### src/rtl/spi_cmd_pkg.sv
package spi_cmd_pkg;
  localparam int CMD_W       = 16;
  localparam int BYTE_W      = 8;
  localparam int NREG        = 10;
  localparam int SYNC_STAGES = 2;
  localparam int CNT_W       = $clog2(CMD_W + 1);

  localparam int IDX_CFG   = 0;
  localparam int IDX_PM    = 1;
  localparam int IDX_FREQ  = 2;
  localparam int IDX_RATE  = 3;
  localparam int IDX_PWR   = 4;
  localparam int IDX_LBD   = 5;
  localparam int IDX_SLEEP = 6;
  localparam int IDX_PB    = 7;
  localparam int IDX_WUT   = 8;
  localparam int IDX_PLL   = 9;

  localparam logic [11:0] FREQ_MIN    = 12'd96;
  localparam logic [11:0] FREQ_MAX    = 12'd3903;
  localparam logic [4:0]  WUT_EXP_MAX = 5'd23;

  localparam logic [15:0] SOFT_RST_CODE = 16'hFE00;
  localparam logic [7:0]  STAT_CODE     = 8'hCC;
  localparam logic [7:0]  TX_CODE       = 8'hC6;

  typedef logic [CMD_W-1:0] word_t;

  function automatic word_t reg_default(input int idx);
    case (idx)
      IDX_CFG:   return 16'h8080;
      IDX_PM:    return 16'hC000;
      IDX_FREQ:  return 16'hA7D0;
      IDX_RATE:  return 16'hC800;
      IDX_PWR:   return 16'h00B0;
      IDX_LBD:   return 16'hC200;
      IDX_SLEEP: return 16'hC410;
      IDX_PB:    return 16'hCA00;
      IDX_WUT:   return 16'hE000;
      IDX_PLL:   return 16'hD200;
      default:   return 16'h0000;
    endcase
  endfunction
endpackage

### src/rtl/spi_front.sv
module spi_front
  import spi_cmd_pkg::*;
(
  input  logic  clk_i,
  input  logic  rst_ni,
  input  logic  sel_ni,
  input  logic  sck_i,
  input  logic  sdi_i,
  input  logic  end_short_i,
  output word_t word_o,
  output logic  byte_v_o,
  output logic  word_v_o,
  output logic  fall_o,
  output logic  active_o
);
  logic [SYNC_STAGES:0]   sck_q;
  logic [SYNC_STAGES-1:0] sdi_q;
  logic [SYNC_STAGES-1:0] sel_q;
  logic                   sck_rise, sck_fall, sel_s, sdi_s;
  logic [CNT_W-1:0]       cnt;
  logic                   done;
  word_t                  sh;

  assign sck_rise = sck_q[SYNC_STAGES-1] & ~sck_q[SYNC_STAGES];
  assign sck_fall = ~sck_q[SYNC_STAGES-1] & sck_q[SYNC_STAGES];
  assign sel_s    = sel_q[SYNC_STAGES-1];
  assign sdi_s    = sdi_q[SYNC_STAGES-1];

  always_ff @(posedge clk_i or negedge rst_ni) begin
    if (!rst_ni) begin
      sck_q <= '0;
      sdi_q <= '0;
      sel_q <= '1;
    end else begin
      sck_q <= {sck_q[SYNC_STAGES-1:0], sck_i};
      sdi_q <= {sdi_q[SYNC_STAGES-2:0], sdi_i};
      sel_q <= {sel_q[SYNC_STAGES-2:0], sel_ni};
    end
  end

  // a completed command (short or full) freezes the shifter until select rises
  always_ff @(posedge clk_i or negedge rst_ni) begin
    if (!rst_ni) begin
      cnt      <= '0;
      done     <= 1'b0;
      sh       <= '0;
      byte_v_o <= 1'b0;
      word_v_o <= 1'b0;
    end else begin
      byte_v_o <= 1'b0;
      word_v_o <= 1'b0;
      if (sel_s) begin
        cnt  <= '0;
        done <= 1'b0;
      end else begin
        if (end_short_i) done <= 1'b1;
        if (sck_rise && !done && !end_short_i) begin
          sh  <= {sh[CMD_W-2:0], sdi_s};
          cnt <= cnt + 1'b1;
          if (cnt == CNT_W'(BYTE_W - 1)) byte_v_o <= 1'b1;
          if (cnt == CNT_W'(CMD_W - 1)) begin
            word_v_o <= 1'b1;
            done     <= 1'b1;
          end
        end
      end
    end
  end

  assign word_o   = sh;
  assign fall_o   = sck_fall & ~sel_s;
  assign active_o = ~sel_s;

  a_r4_sel_clears: assert property (@(posedge clk_i) disable iff (!rst_ni)
    sel_s |=> (cnt == '0) && !done);
  a_r4_cnt_bound: assert property (@(posedge clk_i) disable iff (!rst_ni)
    cnt <= CNT_W'(CMD_W));
  a_r1_one_strobe: assert property (@(posedge clk_i) disable iff (!rst_ni)
    !(byte_v_o && word_v_o));
endmodule

### src/rtl/cmd_decode.sv
module cmd_decode
  import spi_cmd_pkg::*;
(
  input  word_t            word_i,
  input  logic             byte_v_i,
  input  logic             word_v_i,
  output logic [NREG-1:0]  wr_en_o,
  output word_t            wr_data_o,
  output logic             soft_rst_o,
  output logic             end_short_o,
  output logic             stat_start_o,
  output logic             stat_ack_o,
  output logic             tx_o
);
  logic [7:0] first_b;
  assign first_b = word_i[7:0];

  always_comb begin
    wr_en_o      = '0;
    soft_rst_o   = 1'b0;
    end_short_o  = 1'b0;
    stat_start_o = 1'b0;
    stat_ack_o   = 1'b0;
    tx_o         = 1'b0;
    wr_data_o    = byte_v_i ? {8'h00, first_b} : word_i;
    if (byte_v_i) begin
      if (first_b[7:4] == 4'hB) begin
        wr_en_o[IDX_PWR] = 1'b1;
        end_short_o      = 1'b1;
      end else if (first_b == TX_CODE) begin
        tx_o        = 1'b1;
        end_short_o = 1'b1;
      end else if (first_b == STAT_CODE) begin
        stat_start_o = 1'b1;
      end
    end
    if (word_v_i) begin
      // reset code lies inside the wake-up space: test it first
      if (word_i == SOFT_RST_CODE) begin
        soft_rst_o = 1'b1;
      end else if (word_i[15:13] == 3'b100) begin
        wr_en_o[IDX_CFG] = 1'b1;
      end else if (word_i[15:12] == 4'hA) begin
        wr_en_o[IDX_FREQ] = (word_i[11:0] >= FREQ_MIN) && (word_i[11:0] <= FREQ_MAX);
      end else if (word_i[15:13] == 3'b111) begin
        wr_en_o[IDX_WUT] = (word_i[12:8] <= WUT_EXP_MAX);
      end else begin
        case (word_i[15:8])
          8'hC0:     wr_en_o[IDX_PM]    = 1'b1;
          8'hC8:     wr_en_o[IDX_RATE]  = 1'b1;
          8'hC2:     wr_en_o[IDX_LBD]   = 1'b1;
          8'hC4:     wr_en_o[IDX_SLEEP] = 1'b1;
          8'hCA:     wr_en_o[IDX_PB]    = 1'b1;
          8'hD2:     wr_en_o[IDX_PLL]   = 1'b1;
          STAT_CODE: stat_ack_o         = (word_i[7:0] == 8'h00);
          default:   ;
        endcase
      end
    end
  end
endmodule

### src/rtl/reg_bank.sv
module reg_bank
  import spi_cmd_pkg::*;
(
  input  logic                  clk_i,
  input  logic                  rst_ni,
  input  logic [NREG-1:0]       wr_en_i,
  input  word_t                 wr_data_i,
  input  logic                  soft_rst_i,
  output word_t [NREG-1:0]      regs_o
);
  word_t q [NREG];

  for (genvar gi = 0; gi < NREG; gi++) begin : g_reg
    localparam word_t DEF = reg_default(gi);
    always_ff @(posedge clk_i or negedge rst_ni) begin
      if (!rst_ni)            q[gi] <= DEF;
      else if (soft_rst_i)    q[gi] <= DEF;
      else if (wr_en_i[gi])   q[gi] <= wr_data_i;
    end
    assign regs_o[gi] = q[gi];
  end

  a_r11_hold: assert property (@(posedge clk_i) disable iff (!rst_ni)
    (!soft_rst_i && (wr_en_i == '0)) |=> $stable(regs_o));
  a_r5_freq_range: assert property (@(posedge clk_i) disable iff (!rst_ni)
    (regs_o[IDX_FREQ][11:0] >= FREQ_MIN) && (regs_o[IDX_FREQ][11:0] <= FREQ_MAX));
  a_r6_wut_exp: assert property (@(posedge clk_i) disable iff (!rst_ni)
    regs_o[IDX_WUT][12:8] <= WUT_EXP_MAX);
endmodule

### src/rtl/stat_tx.sv
module stat_tx #(
  parameter int STATUS_W = 16
) (
  input  logic                clk_i,
  input  logic                rst_ni,
  input  logic                active_i,
  input  logic                start_i,
  input  logic                fall_i,
  input  logic [STATUS_W-1:0] status_i,
  input  logic                event_i,
  output logic                irq_no
);
  logic                mode;
  logic                out_bit;
  logic [STATUS_W-1:0] sh;

  always_ff @(posedge clk_i or negedge rst_ni) begin
    if (!rst_ni) begin
      mode    <= 1'b0;
      out_bit <= 1'b0;
      sh      <= '0;
    end else if (!active_i) begin
      mode <= 1'b0;
    end else if (start_i) begin
      mode    <= 1'b1;
      out_bit <= 1'b0;
      sh      <= status_i;
    end else if (mode && fall_i) begin
      out_bit <= sh[STATUS_W-1];
      sh      <= {sh[STATUS_W-2:0], 1'b0};
    end
  end

  assign irq_no = mode ? out_bit : ~event_i;

  a_r8_start_active: assert property (@(posedge clk_i) disable iff (!rst_ni)
    start_i |=> mode);
endmodule

### src/rtl/spi_cmd_regs.sv
module spi_cmd_regs
  import spi_cmd_pkg::*;
#(
  parameter int STATUS_W = 16
) (
  input  logic                clk_i,
  input  logic                rst_ni,
  input  logic                sel_ni,
  input  logic                sck_i,
  input  logic                sdi_i,
  input  logic                event_i,
  input  logic [STATUS_W-1:0] status_i,
  output logic                irq_no,
  output logic                stat_ack_o,
  output logic                tx_cmd_o,
  output logic [15:0]         cfg_o,
  output logic [15:0]         pm_o,
  output logic [15:0]         freq_o,
  output logic [15:0]         rate_o,
  output logic [7:0]          pwr_o,
  output logic [15:0]         lbd_o,
  output logic [15:0]         sleep_o,
  output logic [15:0]         pb_o,
  output logic [15:0]         wut_o,
  output logic [15:0]         pll_o
);
  word_t             word;
  logic              byte_v, word_v, fall, active;
  logic [NREG-1:0]   wr_en;
  word_t             wr_data;
  logic              soft_rst, end_short, stat_start;
  word_t [NREG-1:0]  regs;

  spi_front u_front (
    .clk_i, .rst_ni, .sel_ni, .sck_i, .sdi_i,
    .end_short_i(end_short),
    .word_o(word), .byte_v_o(byte_v), .word_v_o(word_v),
    .fall_o(fall), .active_o(active)
  );

  cmd_decode u_dec (
    .word_i(word), .byte_v_i(byte_v), .word_v_i(word_v),
    .wr_en_o(wr_en), .wr_data_o(wr_data), .soft_rst_o(soft_rst),
    .end_short_o(end_short), .stat_start_o(stat_start),
    .stat_ack_o(stat_ack_o), .tx_o(tx_cmd_o)
  );

  reg_bank u_regs (
    .clk_i, .rst_ni, .wr_en_i(wr_en), .wr_data_i(wr_data),
    .soft_rst_i(soft_rst), .regs_o(regs)
  );

  stat_tx #(.STATUS_W(STATUS_W)) u_stat (
    .clk_i, .rst_ni, .active_i(active), .start_i(stat_start),
    .fall_i(fall), .status_i, .event_i, .irq_no
  );

  assign cfg_o   = regs[IDX_CFG];
  assign pm_o    = regs[IDX_PM];
  assign freq_o  = regs[IDX_FREQ];
  assign rate_o  = regs[IDX_RATE];
  assign pwr_o   = regs[IDX_PWR][7:0];
  assign lbd_o   = regs[IDX_LBD];
  assign sleep_o = regs[IDX_SLEEP];
  assign pb_o    = regs[IDX_PB];
  assign wut_o   = regs[IDX_WUT];
  assign pll_o   = regs[IDX_PLL];

  a_r9_ack_pulse: assert property (@(posedge clk_i) disable iff (!rst_ni)
    stat_ack_o |=> !stat_ack_o);
  a_r10_tx_pulse: assert property (@(posedge clk_i) disable iff (!rst_ni)
    tx_cmd_o |=> !tx_cmd_o);
  a_r7_defaults: assert property (@(posedge clk_i) disable iff (!rst_ni)
    soft_rst |=> (cfg_o == 16'h8080) && (wut_o == 16'hE000) && (freq_o == 16'hA7D0)
                 && (pwr_o == 8'hB0) && (pll_o == 16'hD200));
  a_r3_pwr_upper: assert property (@(posedge clk_i) disable iff (!rst_ni)
    regs[IDX_PWR][15:8] == 8'h00);
  a_r8_idle_pin: assert property (@(posedge clk_i) disable iff (!rst_ni)
    (sel_ni && $past(sel_ni) && $past(sel_ni, 2) && $past(sel_ni, 3)) |-> (irq_no == ~event_i));
  a_r5_freq_reject: assert property (@(posedge clk_i) disable iff (!rst_ni)
    (word_v && (word[15:12] == 4'hA) && (word[11:0] > FREQ_MAX)) |=> $stable(freq_o));
endmodule

### config.mk
export PLATFORM = sky130hd
export DESIGN_NAME = spi_cmd_regs
export DESIGN_NICKNAME = d
export VERILOG_FILES = /design/src/rtl/spi_cmd_pkg.sv /design/src/rtl/spi_front.sv /design/src/rtl/cmd_decode.sv /design/src/rtl/reg_bank.sv /design/src/rtl/stat_tx.sv /design/src/rtl/spi_cmd_regs.sv
export SDC_FILE = /design/constraint.sdc
export NUM_CORES = 1
export LEC_CHECK = 0
export BUFFER_PORTS_ARGS = -buffer_cell sky130_fd_sc_hd__buf_2
export CORE_UTILIZATION = 49
export DETAILED_ROUTE_END_ITERATION = 8
export PLACE_DENSITY = 0.74
export SLEW_MARGIN = 0
export SYNTH_ARGS = -nofsm -noshare
export SYNTH_HDL_FRONTEND = slang
export SYNTH_SLANG_ARGS = --single-unit
### constraint.sdc
create_clock -name clk_i -period 1.9 [get_ports clk_i]
set_clock_uncertainty 0.05 [all_clocks]
set_input_delay 0.095 -clock clk_i [delete_from_list [all_inputs] [get_ports clk_i]]
set_output_delay 0.095 -clock clk_i [all_outputs]
set_load 0.02 [all_outputs]
**Yosys cells after proc, flatten, opt, wreduce, memory -nomap -nowiden**

Index checks and enable logic that the tools add are counted.

- $add $sub $neg: 1
- Bitwise operators: 7
- Equal/unequal tests: 16
- Mux-type cells: 81
- Reduce and logical (&&, ||, !) cells: 22
- $lt $le $gt $ge: 3

Operators with widths:

| operator | number |
|---|---|
| $mux W16 | 21 |
| $eq A8 B8 Y1 const B | 9 |
| $mux W1 | 48 |
| $mux W5 | 6 |
| $reduce_bool A2 Y1 | 13 |
| $eq A16 B16 Y1 const B | 1 |
| $mux W8 | 2 |
| $ge A12 B7 Y1 const B | 1 |
| $le A12 B12 Y1 const B | 1 |
| $eq A4 B4 Y1 const B | 2 |
| $logic_not A8 Y1 | 1 |
| $mux W4 | 2 |
| $eq A3 B3 Y1 const B | 2 |
| $mux W3 | 2 |
| $add A5 B1 Y5 const B | 1 |
| $eq A5 B3 Y1 const B | 1 |
| $eq A5 B4 Y1 const B | 1 |
| $le A5 B5 Y1 const B | 1 |
| $logic_and A1 B1 Y1 | 4 |
| $not A1 Y1 | 4 |
| $reduce_and A2 Y1 | 2 |
| $and A1 B1 Y1 | 3 |
| $logic_not A1 Y1 | 2 |

- Logic and storage cells: 151
- Register bits: 201

**Depth between registers and ports, before layout**

Gate-level depths: netlist of run 1.

- Word-level depth: 9
- Gate-level depth with buffers: 8
- Mapped depth without buffers: 5

**Modules after synthesis**

From an unflattened synthesis of run 1, not the netlist that was laid out.

- Cell total of the unflattened synthesis: 750
- Area total of the unflattened synthesis: 9,205.1 um2

Modules (own cells, without submodules):

| module | times used | cells an instance | seq. area each (um2) | area an instance (um2) |
|---|---|---|---|---|
| reg_bank | 1 | 534 | 4,048.9 | 6,668.9 |
| spi_front | 1 | 78 | 778.2 | 1,253.7 |
| stat_tx | 1 | 80 | 450.4 | 912.1 |
| cmd_decode | 1 | 58 | 0.0 | 370.4 |

**Worst setup path before layout of run 1**

OpenSTA, ideal clock, no wires.

- Path kind: flip-flop to flip-flop
- Start point: reg u_front.sh[0], in the netlist u_front.word_o[0]
- End point: reg u_front.cnt[2]
- Setup slack: -180 ps
- Arrival time: 1,905 ps
- Library setup time: 125 ps
- Path buffers: 1
- Cell stages (with the launch flop): 6
- Data required time: 1,725 ps
- Cell sequence: dfrtp_1 > or3_4 > or4_4 > buf_6 > and4_4 > mux2_4

- Word-level cells in the longest chain between the ends: 7

Ends and longest elaborated chain:

| element | RTL line | RTL |
|---|---|---|
| start: declaration | spi_front.sv:22 | `word_t sh;` |
| start signal: assignment | spi_front.sv:58 | `sh <= {sh[CMD_W-2:0], sdi_s};` |
| $eq A8 B8 Y1 | cmd_decode.sv:30 | `end else if (first_b == TX_CODE) begin` |
| $mux W1 | cmd_decode.sv:30 |  |
| $mux W1 | cmd_decode.sv:27 | `if (first_b[7:4] == 4'hB) begin` |
| $mux W1 | cmd_decode.sv:26 | `if (byte_v_i) begin` |
| $logic_not A1 Y1 | spi_front.sv:57 | `if (sck_rise && !done && !end_short_i) begin` |
| $logic_and A1 B1 Y1 | spi_front.sv:57 |  |
| $reduce_bool A2 Y1 (no line) | - |  |
| end signal: assignment | spi_front.sv:59 | `cnt <= cnt + 1'b1;` |
| end: declaration | spi_front.sv:20 | `logic [CNT_W-1:0] cnt;` |

No other way between the ends.
A chain may end at the register's enable or synchronous reset.

**Worst setup path after layout of run 1**

- Start point: reg u_front.sh[4], in the netlist u_front.word_o[4]
- End point: out tx_cmd_o

- Word-level cells in the longest chain between the ends: 4
- Elaborated cells on any way between the ends: 5
- Those cells by class: eq/ne: 2; mux: 3

Ends and longest elaborated chain:

| element | RTL line | RTL |
|---|---|---|
| $eq A8 B8 Y1 | cmd_decode.sv:30 |  |
| $mux W1 | cmd_decode.sv:30 |  |
| $mux W1 (*) | cmd_decode.sv:27 |  |
| $mux W1 (*) | cmd_decode.sv:26 |  |
| end: declaration | spi_cmd_regs.sv:15 | `output logic tx_cmd_o,` |

Every way passes the cells marked *; elsewhere a longest branch is shown, timed or not.

==> impl_results.md, run 1 <==
* Std-Cell Rows at 47
* Layout Nets at 1025
* Synth cell types at 62
* Routed WL at 23300 um
* Routability cong. at 0.925
* Synth Net Count at 765
* Max-cap viol count at 0
* Final Hold Viols at 0
* Layout cell share with drive strength beyond 1 at 40.1%
* IO Port Bufs at 176
* Most frequent CP cell: buf_6
* Antenna cells at 0
* # DRC at 0
* Failing checks: setup timing
* Worst-Margin Slew at 0.468 ns
* Netlist Area Pre-Place at 8280 sq um
* Drt wl/cell at 18.8 um
* Combinational group share of total power at 11.0%
* Setup_tns at -3.13 ns
* Clock Sinks at 201
* HP Class: primary input to async pin
* Die Y at 132 um
* Worst setup path start: u_front.word_o[4]
* Core area at 16500 sq um
* Leakage at 5.75 nW
* Max VDD drop at 628 uV
* Switching part of the total at 26.1%
* Chip Width at 132 um
* Required time of the critical path at 1.75 ns
* Period utilisation layout at 115%
* Final setup margin at -0.287 ns
* Hold Slack at 0.00819 ns
* CTS tree: done
* Die ar. at 17400 sq um
* 1st-iter DRT viols at 441
* Critical path's slowest cell: or4_4
* Delay of the slowest critical-path stage at 0.49 ns
* Sequential Power Share at 47.0%
* Setup slack at placement at -0.0922 ns
* FF-to-FF Start: u_front.word_o[4]
* Number of global-route vias before repair at 6760
* Register clock-pin slew on the reported worst setup and hold paths at 0.06 ns
* Buf/Inv on CP at 3
* Worst slew margin at 68.4%
* Internal at 7.18 mW
* Stages on worst setup path at 5
* NetSw at 2.53 mW
* First-pass GRT wire length at 36100 um
* Synth Flop Type: dfrtp_1
* CTS Buf Count at 22
* Tmin final at 2.19 ns
* Cell Area, Placed at 9880 sq um
* Ranking of synthesized cells by area: dfrtp_1 49%, dfstp_2 12%, nand2_1 3.8%
* Post-route ant nets at 0
* Cell Pwr Density at 869 nW/um^2
* IO Pins at 177
* Gr ovfl total at 0
* DR vias/cell at 5.53
* Area Overhead vs Synth at 34.8%
* Count of final setup violators at 22
* CTS root buf: clkbuf_16
* Initial antenna violation count at 0
* Max Fclk at 457 MHz
* Worst Path Class, Setup: flip-flop to output pin
* RSZ-0062 raised after global routing: yes
* Syn avg cell area at 11.2 sq um
* Slew Viols, Final at 0
* CP endpoint kind: output pin
* Worst setup path endpoint: tx_cmd_o
* Clk buf depth at 3
* Nature of the critical path startpoint: flip-flop
* Sequential area share after synthesis at 61.3%
* Ys Warns at 0
* Post-synth top area share at 49.3%
* Clock Latency Late Sink at 0.50 ns
* Total number of vias at 6845
* Sequence of cells on the critical path: or3_4 > or4_4 > buf_6 > inv_4 > buf_6
* Pin count of the biggest net entering global routing at 58
* Worst Path Max Fanout at 2
* Critical Path AT at 2.04 ns
* H-tree depth at 1
* Async SR Flop Fraction at 100%
* Yosys reg bits at 201
* Clock power share at 42.0%
* Status: complete, but fails checks
* Starting Density at 50.1%
* GR Util All Layers at 26.2%
* Synth Instances at 741
* Worst R2R Path Depth at 5
* CP top delay family: simple AND/OR/NAND/NOR gates
* Post-synth top area cell: dfrtp_1
* Post-synth EDFFs at 0
* Detailed Routing Iterations Pass 1 at 4
* Reg2reg setup slack at -0.18 ns
* Final non-filler cell area at 11200 sq um
* Detail Placement HPWL at 14500 um
* Critical R2R Capture: u_front.cnt[2]
==> state kept, by name, summed over array words and instances (netlist names), 2 cells and up <==
| signal | flops |
|---|---|
| u_front.cnt | 5 |
| u_front.sck_q | 3 |
| u_front.sdi_q | 2 |
| u_front.sel_q | 2 |
| u_front.word_o | 16 |
| u_regs.regs_o | 152 |
| u_stat.sh | 16 |
==> routing by layer <==
metal / GRT usage (%) / up-vias / share of wire (%)
li1: - / 3164 / -
met1: 36.1 / 3338 / 42
met2: 40.3 / 281 / 47
met3: 5.42 / 62 / 7.6
met4: 11.7 / 0 / 3.4
met5: 0 / - / 0
==> cell usage after synthesis (2+ instances only) <==
library cell,instances
a22o_1,7
nand4_1,11
mux2_1,4
or3_1,7
buf_2,11
inv_1,16
clkbuf_1,41
o21ai_0,26
nor4_1,2
a21boi_0,2
o211ai_1,15
and4_1,3
nor2b_1,7
dfrtp_1,163
o22ai_1,37
buf_6,3
nor2_1,47
nor3_1,15
or2_2,4
o31ai_1,5
mux2_4,2
a2bb2oi_1,7
a21oi_1,23
a31oi_1,2
and2_1,10
nand3_1,25
nand2b_1,5
mux2i_1,30
dfstp_2,38
a211o_1,6
ha_1,2
a31o_2,17
clkinv_1,4
nand2_1,84
a211oi_1,2
and3_1,28
or4_1,2
mux2_2,4
==> through the flow <==
stage               cells  power [mW]  util (%)
finish               1237        9.70      67.5
global route         1237        10.0      67.5
CTS                  1226        9.68      66.1
detailed placement   1152        5.54      59.8
global placement     1152        5.53      59.8
floorplan             741        4.97         -
==> worst reg2reg max path: cells and delay by family, from the launching register on <==
family	cells	cell delay, ns
buf+inv	1	0.19
mux	1	0.30
simple gates	3	1.06
flops	1	0.38
==> worst min path at each step <==
| stage | endpoint | slack, ns |
|---|---|---|
| finish | u_front.word_o[1] | 0.008 |
| global route | u_regs.regs_o[3] | 0.02 |
| CTS | u_regs.regs_o[99] | 0.006 |
| detailed placement | u_regs.regs_o[3] | -0.05 |
| global placement | u_regs.regs_o[3] | -0.05 |
| floorplan | u_front.byte_v_o | -0.25 |
==> final cells by class <==
type	instances	area, sq um
clock inverters	5	25.0
multi-input cells	464	3000
fillers	1220	5360
inverters	21	81.3
well taps	220	275
clock buffers	35	671
repair buffers	291	2020
flip-flops and latches	201	5090
==> logic make-up (layout without fill, tap and decap cells) <==
family,count (synthesis),in the layout,share of synthesized area (%)
buf+inv,77,352,3.98
flops,201,201,61.3
fa+ha+maj,2,2,0.302
compound gates,155,155,12.8
mux,40,40,5.08
simple gates,266,267,16.5
==> power by group through the flow <==
stage / registers (mW) / logic [mW] / clock network, mW
floorplan: 4.52 / 0.454 / 0
global placement: 4.59 / 0.938 / 0
detailed placement: 4.60 / 0.947 / 0
CTS: 4.52 / 1.02 / 4.14
global route: 4.56 / 1.15 / 4.31
finish: 4.56 / 1.07 / 4.08
==> cell usage in the layout, fill, tap and decap left out, types with 23 or more instances in the layout <==
master and count:
a21oi_1 23, and3_1 28, buf_2 173, buf_4 76, clkbuf_16 26, dfrtp_1 155, dfstp_2 38, mux2i_1 30
nand2_1 84, nand3_1 23, nor2_1 44, o21ai_0 25, o22ai_1 37
==> timing repair <==
action,in CTS,in global routing
gates resized for setup,13,26
hold buffers,20,0
setup endpoints to repair,21,104
buffers inserted,13,8
hold endpoints to repair,211,0
gates cloned,1,4
pin swaps,5,10
Note: power is estimated with default switching activity, not from simulation.
==> inputs of run 2 (changes only) <==
--- a/config.mk
+++ b/config.mk
@@ -6,9 +6,10 @@
 export NUM_CORES = 1
 export LEC_CHECK = 0
 export BUFFER_PORTS_ARGS = -buffer_cell sky130_fd_sc_hd__buf_2
-export CORE_UTILIZATION = 49
+export CORE_UTILIZATION = 54
 export DETAILED_ROUTE_END_ITERATION = 8
-export PLACE_DENSITY = 0.74
+export PLACE_DENSITY = 0.77
+export SKIP_CTS_REPAIR_TIMING = 1
 export SLEW_MARGIN = 0
 export SYNTH_ARGS = -nofsm -noshare
 export SYNTH_HDL_FRONTEND = slang
==> constraint.sdc (replaced) <==
create_clock -name clk_i -period 2.3 [get_ports clk_i]
set_clock_uncertainty 0.05 [all_clocks]
set_input_delay 0.115 -clock clk_i [delete_from_list [all_inputs] [get_ports clk_i]]
set_output_delay 0.115 -clock clk_i [all_outputs]
set_load 0.02 [all_outputs]
==> impl_results.md, run 2 (synthesized netlist as in run 1, its figures left out) <==
* Status: complete, no violations
* Area Overhead vs Synth at 26.8%
* Std-Cell Rows at 44
* Pwr Total at 8.07 mW
* Leakage at 5.45 nW
* Initial antenna violation count at 0
* Placed cells at 1084
* Critical R2R Capture: u_front.word_o[6]
* Die Y at 126 um
* Sequence of cells on the critical path: or3_4 > or4_4 > inv_2 > buf_4
* Worst Path Class, Setup: flip-flop to output pin
* Max VDD drop at 466 uV
* Worst R2R Path Depth at 6
* Delay of the slowest critical-path stage at 0.56 ns
* Starting Density at 56.1%
* Cell Area, Placed at 9520 sq um
* CTS root buf: clkbuf_16
* Gr ovfl total at 0
* Setup slack at placement at 0.187 ns
* Most frequent cells in the layout: 174 x buf_2, 163 x dfrtp_1, 84 x nand2_1
* Nature of the critical path startpoint: flip-flop
* Critical path's slowest cell: or4_4
* Total number of vias at 6594
* CTS tree: done
* Die ar. at 15800 sq um
* Chip Width at 126 um
* Clock Latency Late Sink at 0.49 ns
* Post-route ant nets at 0
* Detailed Routing Iterations Pass 1 at 5
* Layout cell share with drive strength beyond 1 at 34.2%
* Cell Pwr Density at 769 nW/um^2
* First-pass GRT wire length at 33600 um
* # DRC at 0
* Period utilisation layout at 97.7%
* Count of final setup violators at 0
* Internal at 6.09 mW
* Critical Path AT at 2.08 ns
* 1st-iter DRT viols at 548
* RSZ-0062 raised after global routing: no
* Largest register FFs at 152
* Core area at 14800 sq um
* Reg2reg setup slack at 0.05 ns
* Final setup margin at 0.0524 ns
* IO Pins at 177
* Routed WL at 21700 um
* Setup_tns at 0 ns
* Antenna cells at 0
* Clock Sinks at 201
* Post-Layout Cell Count at 1146
* CP endpoint kind: output pin
* NetSw at 1.98 mW
* Layout Nets at 971
* H-tree depth at 1
* Detail Placement HPWL at 14300 um
* GR Util All Layers at 26.9%
* Tmin final at 2.25 ns
* Biggest register: u_regs.regs_o
* Sequential Power Share at 46.6%
* Worst Path Max Fanout at 4
* Worst-Margin Slew at 0.572 ns
* Worst slew margin at 61.8%
* Clock power share at 44.6%
* Max-cap viol count at 0
* HP Class: primary input to async pin
* Pin count of the biggest net entering global routing at 68
* Slew Viols, Final at 0
* Drt wl/cell at 18.9 um
* Max Fclk at 445 MHz
* Switching part of the total at 24.6%
* Clk buf depth at 3
* CTS Buf Count at 21
* Required time of the critical path at 2.13 ns
* Number of global-route vias before repair at 6244
* IO Port Bufs at 176
* Routability cong. at 0.840
* Register clock-pin slew on the reported worst setup and hold paths at 0.06 ns
* Final Hold Viols at 0
* Final non-filler cell area at 10500 sq um
* FF-to-FF Start: u_front.word_o[5]
* Most common cell after layout, fill and taps aside: buf_2
* DR vias/cell at 5.75
* Combinational group share of total power at 8.8%
[run 2: cell types whose count changed in the layout (fill, tap and decap cells not counted), moves of 2 or more]
cell / change
nor2_2: -3
dfrtp_2: -8
bufinv_16: +4
nor3_2: -2
or2_4: -2
nor3_1: +3
clkbuf_16: -5
clkinv_2: -4
buf_6: -7
dfrtp_1: +8
nor2_1: +3
buf_4: -36
buf_12: -6
or2_2: +2
[run 2: final cells by class]
type | count | area [sq um]
Multi-Input combinational cell | 463 | 2900
Tap cell | 184 | 230
Clock inverter | 6 | 134
Fill cell | 1123 | 4260
Timing Repair Buffer | 239 | 1470
Sequential cell | 201 | 5080
Clock buffer | 32 | 607
Inverter | 21 | 78.8
[run 2: power groups by stage]
stage               clock network (mW)  logic (mW)  registers [mW]
finish                            3.60       0.711            3.76
floorplan                            0       0.373            3.73
CTS                               3.65       0.666            3.75
global route                      3.79       0.761            3.77
global placement                     0       0.645            3.81
detailed placement                   0       0.664            3.81
[run 2: worst max-delay path by stage]
| stage | start | to | slack [ns] | cells past startpoint |
|---|---|---|---|---|
| after CTS | u_front.word_o[0] | tx_cmd_o | -0.006 | 4 |
| final | u_front.word_o[5] | tx_cmd_o | 0.05 | 4 |
| after detailed placement | u_front.word_o[0] | u_regs.regs_o[97] | 0.19 | 5 |
| after floorplan | u_front.word_o[0] | u_front.cnt[2] | 0.22 | 5 |
| after global placement | u_front.word_o[0] | u_front.word_o[10] | 0.22 | 4 |
| after global routing | u_front.word_o[5] | tx_cmd_o | 0.01 | 4 |
[run 2: per-layer routing]
metal / track usage, % / vias up / part of all wire, %
met5: 0 / - / 0
met4: 8.36 / 0 / 3.1
met3: 4.67 / 51 / 6.2
met2: 42.9 / 253 / 48
met1: 38.1 / 3238 / 43
li1: - / 3052 / -
[run 2: critical path: cells and delay by family (launching register included)]
| kind | cells | cell delay [ns] |
|---|---|---|
| AND/OR/NAND/NOR | 2 | 0.99 |
| buffers and inverters | 2 | 0.24 |
| flip-flops | 1 | 0.37 |
[run 2: stage by stage]
step | util [%] | hold WS, ns
2_1_floorplan | - | -0.231
3_3_place_gp | 64.5 | 0.113
3_5_place_dp | 64.5 | 0.117
4_1_cts | 69.5 | -0.394
5_1_grt | 71.1 | 0.200
6_report | 71.1 | 0.153
==> inputs of run 3 (changes only) <==
--- a/config.mk
+++ b/config.mk
@@ -5,10 +5,11 @@
 export SDC_FILE = /design/constraint.sdc
 export NUM_CORES = 1
 export LEC_CHECK = 0
+export ABC_AREA = 1
 export BUFFER_PORTS_ARGS = -buffer_cell sky130_fd_sc_hd__buf_2
-export CORE_UTILIZATION = 54
+export CORE_UTILIZATION = 55
 export DETAILED_ROUTE_END_ITERATION = 8
-export PLACE_DENSITY = 0.77
+export PLACE_DENSITY = 0.78
 export SKIP_CTS_REPAIR_TIMING = 1
 export SLEW_MARGIN = 0
 export SYNTH_ARGS = -nofsm -noshare
==> impl_results.md, run 3 <==
* CTS root buf: clkbuf_16
* Most frequent CP cell: nand2_1
* CP endpoint kind: output pin
* Die ar. at 16000 sq um
* Clock Sinks at 201
* Max VDD drop at 479 uV
* H-tree depth at 1
* Synth Instances at 984
* Delay of the slowest critical-path stage at 0.50 ns
* Nature of the critical path startpoint: flip-flop
* Most frequent cells in the layout: 365 x nand2_1, 175 x buf_2, 163 x nand3_1, 163 x dfrtp_1, 81 x inv_1
* Post-route ant nets at 0
* Layout cell share with drive strength beyond 1 at 25.5%
* Critical path's slowest cell: dfrtp_1
* Sequence of cells on the critical path: nor2_1 > nand2_1 > nor2_2 > nand2_1 > nor3_1 > buf_2
* CTS tree: done
* Worst-Margin Slew at 0.582 ns
* Synth Flop Type: dfrtp_1
* Cell Area, Placed at 9630 sq um
* Final Hold Viols at 0
* Synth cell types at 25
* IO Port Bufs at 176
* Placed cells at 1330
* Layout Nets at 1209
* IO Pins at 177
* Synth top cells by count: 365 x nand2_1, 163 x dfrtp_1, 163 x nand3_1, 81 x inv_1, 64 x nor2_1
* Setup_tns at 0 ns
* Pin count of the biggest net entering global routing at 70
* Worst Path Class, Setup: flip-flop to output pin
* Tmin final at 2.10 ns
* Final non-filler cell area at 10500 sq um
* Clk buf depth at 3
* RSZ-0062 raised after global routing: no
* Slew Viols, Final at 0
* CP top delay family: simple AND/OR/NAND/NOR gates
* GR Util All Layers at 26.6%
* Cell Pwr Density at 699 nW/um^2
* Syn avg cell area at 8.68 sq um
* Most frequent cell after synthesis: nand2_1
* Final setup margin at 0.202 ns
* DR vias/cell at 5.25
* Detail Placement HPWL at 14200 um
* Sequential area share after synthesis at 59.4%
* Async SR Flop Fraction at 100%
* CTS Buf Count at 21
* Std-Cell Rows at 45
* Post-synth top area share at 47.8%
* # DRC at 0
* Setup slack at placement at 0.385 ns
* Max Fclk at 477 MHz
* 1st-iter DRT viols at 704
* Clock Latency Late Sink at 0.49 ns
* HP Class: primary input to async pin
* Worst Path Max Fanout at 9
* Routed WL at 21100 um
* Post-synth EDFFs at 0
* Leakage at 6.15 nW
* Status: complete, no violations
* Initial antenna violation count at 0
* Count of final setup violators at 0
* Worst slew margin at 61.2%
* Die Y at 127 um
* Synth Net Count at 1008
* Total number of vias at 7279
* Starting Density at 56.2%
* Required time of the critical path at 2.13 ns
* Post-Layout Cell Count at 1387
* Period utilisation layout at 91.2%
* Core area at 15200 sq um
* Chip Width at 127 um
* Yosys reg bits at 201
* First-pass GRT wire length at 33800 um
* Max-cap viol count at 0
* Routability cong. at 0.904
* Buf/Inv on CP at 1
* Detailed Routing Iterations Pass 1 at 5
* Number of global-route vias before repair at 6697
* Area Overhead vs Synth at 22.5%
* Biggest register: u_regs.regs_o
* Most common cell after layout, fill and taps aside: nand2_1
* Post-synth top area cell: dfrtp_1
* Netlist Area Pre-Place at 8540 sq um
* Critical Path AT at 1.93 ns
* Ys Warns at 0
* Ranking of synthesized cells by area: dfrtp_1 48%, nand2_1 16%, dfstp_2 12%
* Drt wl/cell at 15.2 um
* Largest register FFs at 152
* Gr ovfl total at 0
* Antenna cells at 0
* Register clock-pin slew on the reported worst setup and hold paths at 0.06 ns
-- run 3: changes by cell type after synthesis, moves of 28 or more --
cell and change:
and3_1 -28, inv_1 +65, mux2i_1 -30, nand2_1 +281, nand3_1 +138, o22ai_1 -37
-- run 3: metrics by stage --
stage | hold WS, ns | utilization [%] | power [mW]
floorplan | -0.231 | - | 3.89
global placement | 0.116 | 63.3 | 4.18
detailed placement | 0.110 | 63.3 | 4.19
CTS | -0.399 | 67.5 | 7.34
global route | 0.215 | 68.8 | 7.56
finish | 0.161 | 68.8 | 7.31
-- run 3: cells by family after synthesis --
group,after synthesis,synth area share [%]
AO/OA/AOI/OAI,4,0.234
buffers and inverters,135,7.53
adder cells (fa/ha/maj),2,0.293
AND/OR/NAND/NOR,642,32.5
flip-flops,201,59.4
-- run 3: layout make-up --
cell class / instances / area (sq um)
inverter: 84 / 318
sequential: 201 / 5080
clock buffer: 27 / 588
multi-input combinational: 648 / 2830
fill: 1234 / 4740
timing repair buffer: 229 / 1360
tap: 188 / 235
clock inverter: 10 / 52.6
-- run 3: final timing paths --
check / startpoint / end / slack (ns) / depth (start not counted)
min: rst_ni / u_regs.regs_o[133] / 0.16 / 2
min reg2reg: u_front.sdi_q[0] / u_front.sdi_q[1] / 0.30 / 0
min in group clk_i: sck_i / u_front.sck_q[0] / 0.21 / 2
max reg2reg: u_front.word_o[8] / u_regs.regs_o[51] / 0.35 / 7
max: u_front.word_o[13] / stat_ack_o / 0.20 / 6
max in group asynchronous: rst_ni / u_regs.regs_o[123] / 1.27 / 3
-- run 3: per-layer routing --
| metal | up-vias | track usage, % | wire length (um) |
|---|---|---|---|
| met4 | 0 | 7.23 | 427 |
| li1 | 3493 | - | - |
| met5 | - | 0 | 0 |
| met2 | 246 | 43.0 | 10100 |
| met1 | 3504 | 37.5 | 9200 |
| met3 | 36 | 4.34 | 1370 |
-- run 3: where the power goes --
| group | total, mW | switching, mW | internal (mW) |
|---|---|---|---|
| combinational | 0.517 | 0.357 | 0.160 |
| clock | 3.16 | 1.36 | 1.80 |
| sequential | 3.64 | 0.0558 | 3.58 |
-- run 3: worst register-to-register path, stage by stage (launching register included) --
cell	delay, ns
dfrtp_1	0.44
nor2_1	0.29
inv_1	0.10
nor2_1	0.09
nand3_1	0.38
inv_1	0.37
nand2_1	0.09
nand2_1	0.07
